### src/rtl/dve_pkg.sv
package dve_pkg;
    localparam int unsigned DATA_W = 32;

    localparam logic [DATA_W-1:0] LIM_ONE   = 32'h0000_0040;
    localparam logic [DATA_W-1:0] LIM_TWO   = 32'h0000_1000;
    localparam logic [DATA_W-1:0] LIM_THREE = 32'h0008_0000;

    typedef enum logic [1:0] {
        SZ_1 = 2'd0,
        SZ_2 = 2'd1,
        SZ_3 = 2'd2,
        SZ_4 = 2'd3
    } size_e;

    typedef enum logic {
        ST_IDLE = 1'b0,
        ST_EMIT = 1'b1
    } emit_state_e;
endpackage

### src/rtl/dve_history.sv
module dve_history #(
    parameter int unsigned NUM_CH = 4,
    parameter int unsigned CH_W   = 2,
    parameter int unsigned DW     = 32
) (
    input  logic          clk,
    input  logic          rst_n,
    input  logic          wr_en,
    input  logic [CH_W-1:0] chan,
    input  logic [DW-1:0] wr_data,
    output logic [DW-1:0] rd_data
);
    logic [DW-1:0] hist_q [NUM_CH];

    for (genvar g = 0; g < NUM_CH; g++) begin : g_ch
        always_ff @(posedge clk or negedge rst_n) begin
            if (!rst_n) begin
                hist_q[g] <= '0;
            end else if (wr_en && (int'(chan) == g)) begin
                hist_q[g] <= wr_data;
            end
        end
    end

    always_comb begin
        rd_data = '0;
        for (int i = 0; i < NUM_CH; i++) begin
            if (int'(chan) == i) begin
                rd_data = hist_q[i];
            end
        end
    end
endmodule

### src/rtl/dve_classify.sv
module dve_classify
    import dve_pkg::*;
(
    input  logic [DATA_W-1:0] cur,
    input  logic [DATA_W-1:0] prev,
    output logic [DATA_W-1:0] code,
    output size_e             size
);
    logic [DATA_W-1:0] diff;
    logic [DATA_W-1:0] mag;

    always_comb begin
        diff = cur - prev;
        mag  = diff[DATA_W-1] ? (32'd0 - diff) : diff;
        if (mag < LIM_ONE) begin
            size = SZ_1;
            code = {25'd0, diff[6:0]};
        end else if (mag < LIM_TWO) begin
            size = SZ_2;
            code = {16'd0, 3'b110, diff[12:0]};
        end else if (mag < LIM_THREE) begin
            size = SZ_3;
            code = {8'd0, 4'b1110, diff[19:0]};
        end else begin
            size = SZ_4;
            code = {5'b11110, diff[26:0]};
        end
    end
endmodule

### src/rtl/dve_encoder.sv
module dve_encoder
    import dve_pkg::*;
#(
    parameter int unsigned NUM_CH = 4,
    parameter int unsigned CH_W   = (NUM_CH > 1) ? $clog2(NUM_CH) : 1
) (
    input  logic              clk,
    input  logic              rst_n,
    input  logic              in_valid,
    input  logic [CH_W-1:0]   in_chan,
    input  logic [31:0]       in_sample,
    output logic              out_valid,
    output logic [31:0]       out_code,
    output logic [2:0]        out_bytes,
    output logic              out_one,
    output logic              out_four
);
    logic              accept;
    logic [DATA_W-1:0] prev_val;
    logic [DATA_W-1:0] code_c;
    size_e             size_c;
    emit_state_e       st_q, st_d;

    assign accept = in_valid && ({1'b0, in_chan} < (CH_W+1)'(NUM_CH));

    dve_history #(.NUM_CH(NUM_CH), .CH_W(CH_W), .DW(DATA_W)) u_hist (
        .clk     (clk),
        .rst_n   (rst_n),
        .wr_en   (accept),
        .chan    (in_chan),
        .wr_data (in_sample),
        .rd_data (prev_val)
    );

    dve_classify u_cls (
        .cur  (in_sample),
        .prev (prev_val),
        .code (code_c),
        .size (size_c)
    );

    always_comb begin
        st_d = st_q;
        unique case (st_q)
            ST_IDLE: st_d = accept ? ST_EMIT : ST_IDLE;
            ST_EMIT: st_d = accept ? ST_EMIT : ST_IDLE;
            default: st_d = ST_IDLE;
        endcase
    end

    always_ff @(posedge clk or negedge rst_n) begin
        if (!rst_n) begin
            st_q <= ST_IDLE;
        end else begin
            st_q <= st_d;
        end
    end

    always_ff @(posedge clk or negedge rst_n) begin
        if (!rst_n) begin
            out_code  <= '0;
            out_bytes <= 3'd1;
            out_one   <= 1'b1;
            out_four  <= 1'b0;
        end else if (accept) begin
            out_code  <= code_c;
            out_bytes <= 3'(size_c) + 3'd1;
            out_one   <= (size_c == SZ_1);
            out_four  <= (size_c == SZ_4);
        end
    end

    assign out_valid = (st_q == ST_EMIT);
endmodule

### config.mk
export PLATFORM = sky130hd
export DESIGN_NAME = dve_encoder
export DESIGN_NICKNAME = d
export VERILOG_FILES = /design/src/rtl/dve_pkg.sv /design/src/rtl/dve_history.sv /design/src/rtl/dve_classify.sv /design/src/rtl/dve_encoder.sv
export SDC_FILE = /design/constraint.sdc
export NUM_CORES = 1
export LEC_CHECK = 0
export BUFFER_PORTS_ARGS = -buffer_cell sky130_fd_sc_hd__buf_4
export CAP_MARGIN = 10
export CELL_PAD_IN_SITES_DETAIL_PLACEMENT = 2
export CELL_PAD_IN_SITES_GLOBAL_PLACEMENT = 2
export CORE_ASPECT_RATIO = 0.75
export CORE_UTILIZATION = 44
export CTS_CLUSTER_DIAMETER = 80
export DETAILED_ROUTE_END_ITERATION = 10
export PLACE_DENSITY_LB_ADDON = 0.1
export SYNTH_ARGS = -nofsm -noshare
export SYNTH_HDL_FRONTEND = slang
export SYNTH_SLANG_ARGS = --single-unit
### constraint.sdc
create_clock -name clk -period 7.6 [get_ports clk]
set_input_delay 0.38 -clock clk [delete_from_list [all_inputs] [get_ports clk]]
set_output_delay 0.38 -clock clk [all_outputs]
set_load 0.01 [all_outputs]
==> metrics.yaml <==
grt_first_pass_wirelength_um: 51300
core_area_mm2: 0.0214
cp-start-kind: "primary input"
grt_pass1_vias: 8771
critPathSlowestCell: "a2111oi_2"
synth_top_area_share_pct: 40.9
yosysTopAreaCell: "dfrtp_1"
synth_cell_types: 79
antenna_found_initial: 0
drtIter0Drc: 508
ys.flop_type: "dfrtp_1"
status: "complete, no violations"
grt_usage_pct: 29.7
ir_worst_vdd_mv: 0.176
yosys_warnings: 0
initial_utilization_pct: 45.4
cts-htree-levels: 4
wl_um: 32000
die_h_um: 131
synth_cells: 874
cts_hold_buf: 0
setup_ws_ns: 1.10
clockBufferDepth: 2
postSynthAreaPerCell_um2: 11.1
grt_max_degree: 91
syn_nets: 945
max_slew_margin_pct: 38.8
clkSlewWorstSetupHoldPaths_ns: 0.07
io_buffers: 73
highest_layer: "met4"
post_cts_buffers: 0
clock-sinks: 161
die_x_um: 174
end_kind: "flip-flop"
final.fill_count: 2157
place_ws_ns: 0.822
ioPinCount: 75
period_share_pct: 85.6
period_minus_slack_ns: 6.50
drtPass1Iterations: 4
antenna_cells: 0
gr-total-overflow: 0
max_stage_delay_ns: 0.66
synth_edf_count: 0
syn_to_final_growth_pct: 13.5
die_area_mm2: 0.0227
crit_arrival_ns: 6.84
cts_buffers: 17
regArea_mm2: 0.00403
synthArstFlopShare_pct: 100
finalClockSkew_ns: 0.0115
cts_tree: "done"
cp.required_ns: 7.93
wl_met2_um: 16100
clk_latency_ns: 0.45
cts_root_buf: "clkbuf_16"
clock.fmax_ghz: 0.154
gp_congestion: 0.889
synth_area_leaders: "dfrtp_1, mux2_2, mux4_2"
worstHoldPathType: "in2async"
maxSlewViolCount: 0
worst_pin_slew_ns: 0.918
crit_family: "compound AO/OA/AOI/OAI gates"
path_max_fanout: 36
setup_tns_ns: 0
viasPerCell: 6.25
drc: 0
ys_seq_elements: 161
holdWs_ns: 0.00882
ys_seq_area_share_pct: 41.5
route.vias.total: 7610
layout_common_cells: "dfrtp_1, mux2_2, buf_4"
setup_viol: 0
power-per-cell-area_mw_per_mm2: 320
post_cts_resized: 0
final_common_cell: "dfrtp_1"
max-cap-violations: 0
routed-wl-met3_um: 1130
crit_chain: "buf_4 > mux4_2 > ha_1 > inv_1 > fa_1 > a21oi_1 > o221ai_1 > a21oi_1 > o21bai_1 > mux2i_1 > nor4bb_1 > or4b_4 > o311ai_2 > o2111ai_1 > a2111oi_2 > nand2b_1 > ha_1 > mux2_2"
rsz0062_at_grt: "no"
wl_per_cell_um: 26.3
crit_type: "in2reg"
finalNetCount: 987
power.leakage_nw: 4.63
drtAntennaViolNets: 0
drive_gt1_share_pct: 32.1
final_core_util_pct: 51.5
netlist_area_mm2: 0.00973
dp_hpwl_um: 22000
hold_viol: 0
wl_met1_um: 14300
multi_input_area_mm2: 0.00530
worst-path-buf-inv: 2
rows: 46
==> Yosys cell counts, types with 7 or more instances <==
master	instances
nor2b_1	9
dfrtp_1	159
o221ai_1	7
mux2_2	133
nand2_1	65
nand4_1	14
xnor2_1	14
nand3_1	13
and2_1	12
mux4_2	32
o211ai_1	11
clkbuf_1	41
inv_1	40
nor4_1	9
o21a_1	14
o2bb2ai_1	11
xor2_1	9
ha_1	33
or2_2	7
a211oi_1	7
or3_1	8
o31ai_1	7
nor3_1	9
nor2_1	28
a21oi_1	35
o21ai_0	33
==> through the flow <==
step	cells	instance area (µm²)	total power (W)
floorplan	874	9730	0.00208
global placement	1185	10400	0.00250
detailed placement	1185	10400	0.00261
CTS	1217	11000	0.00353
global route	1217	11000	0.00370
finish	1217	11000	0.00353
==> kinds of logic after synthesis <==
logic type	count (synthesis)	share of synthesized area, %
simple gates	201	10.9
compound gates	189	13.9
mux	168	23.1
flops	161	41.5
buf+inv	97	4.07
fa+ha+maj	34	4.45
xor+xnor	23	2.07
other cells	1	0.0386
==> registers in the layout, indices dropped and copies added, names as in the netlist <==
name and cells:
u_hist.hist_q 128, out_bytes 3, out_one 1, out_code 28
out_valid 1
==> final cells by class <==
cell class,count,area share [%]
multi-input cells,616,48.1
flip-flops and latches,161,36.5
clock buffers,21,4.17
inverters,41,1.39
repair buffers,79,5.41
well taps,288,3.27
clock inverters,11,1.17
==> report_power, final <==
part           total, W  internal, W  switching, W  leakage (nW)
logic           0.00148     0.000593      0.000884          2.45
clock network  0.000884     0.000504      0.000380         0.284
registers       0.00117      0.00105      0.000123          1.90
total           0.00353      0.00214       0.00139          4.63
==> layer usage <==
| layer | vias up | GRT usage [%] |
|---|---|---|
| met2 | 180 | 53.2 |
| met5 | - | 0 |
| li1 | 3347 | - |
| met1 | 4046 | 37.8 |
| met4 | 0 | 8.46 |
| met3 | 37 | 4.54 |
==> worst paths after layout <==
path | start | end | slack, ns | cells past startpoint
max in group asynchronous | rst_n | u_hist.hist_q[57] | 6.12 | 2
worst min register to register | out_code[26] | out_code[26] | 0.50 | 2
worst min-delay path | rst_n | u_hist.hist_q[69] | 0.009 | 1
worst max register to register | u_hist.hist_q[96] | out_bytes[1] | 1.32 | 17
worst max-delay path | in_chan[0] | out_bytes[1] | 1.10 | 18
min in group clk | in_sample[29] | u_hist.hist_q[93] | 0.20 | 2
Note: power is estimated with default switching activity, not from simulation.
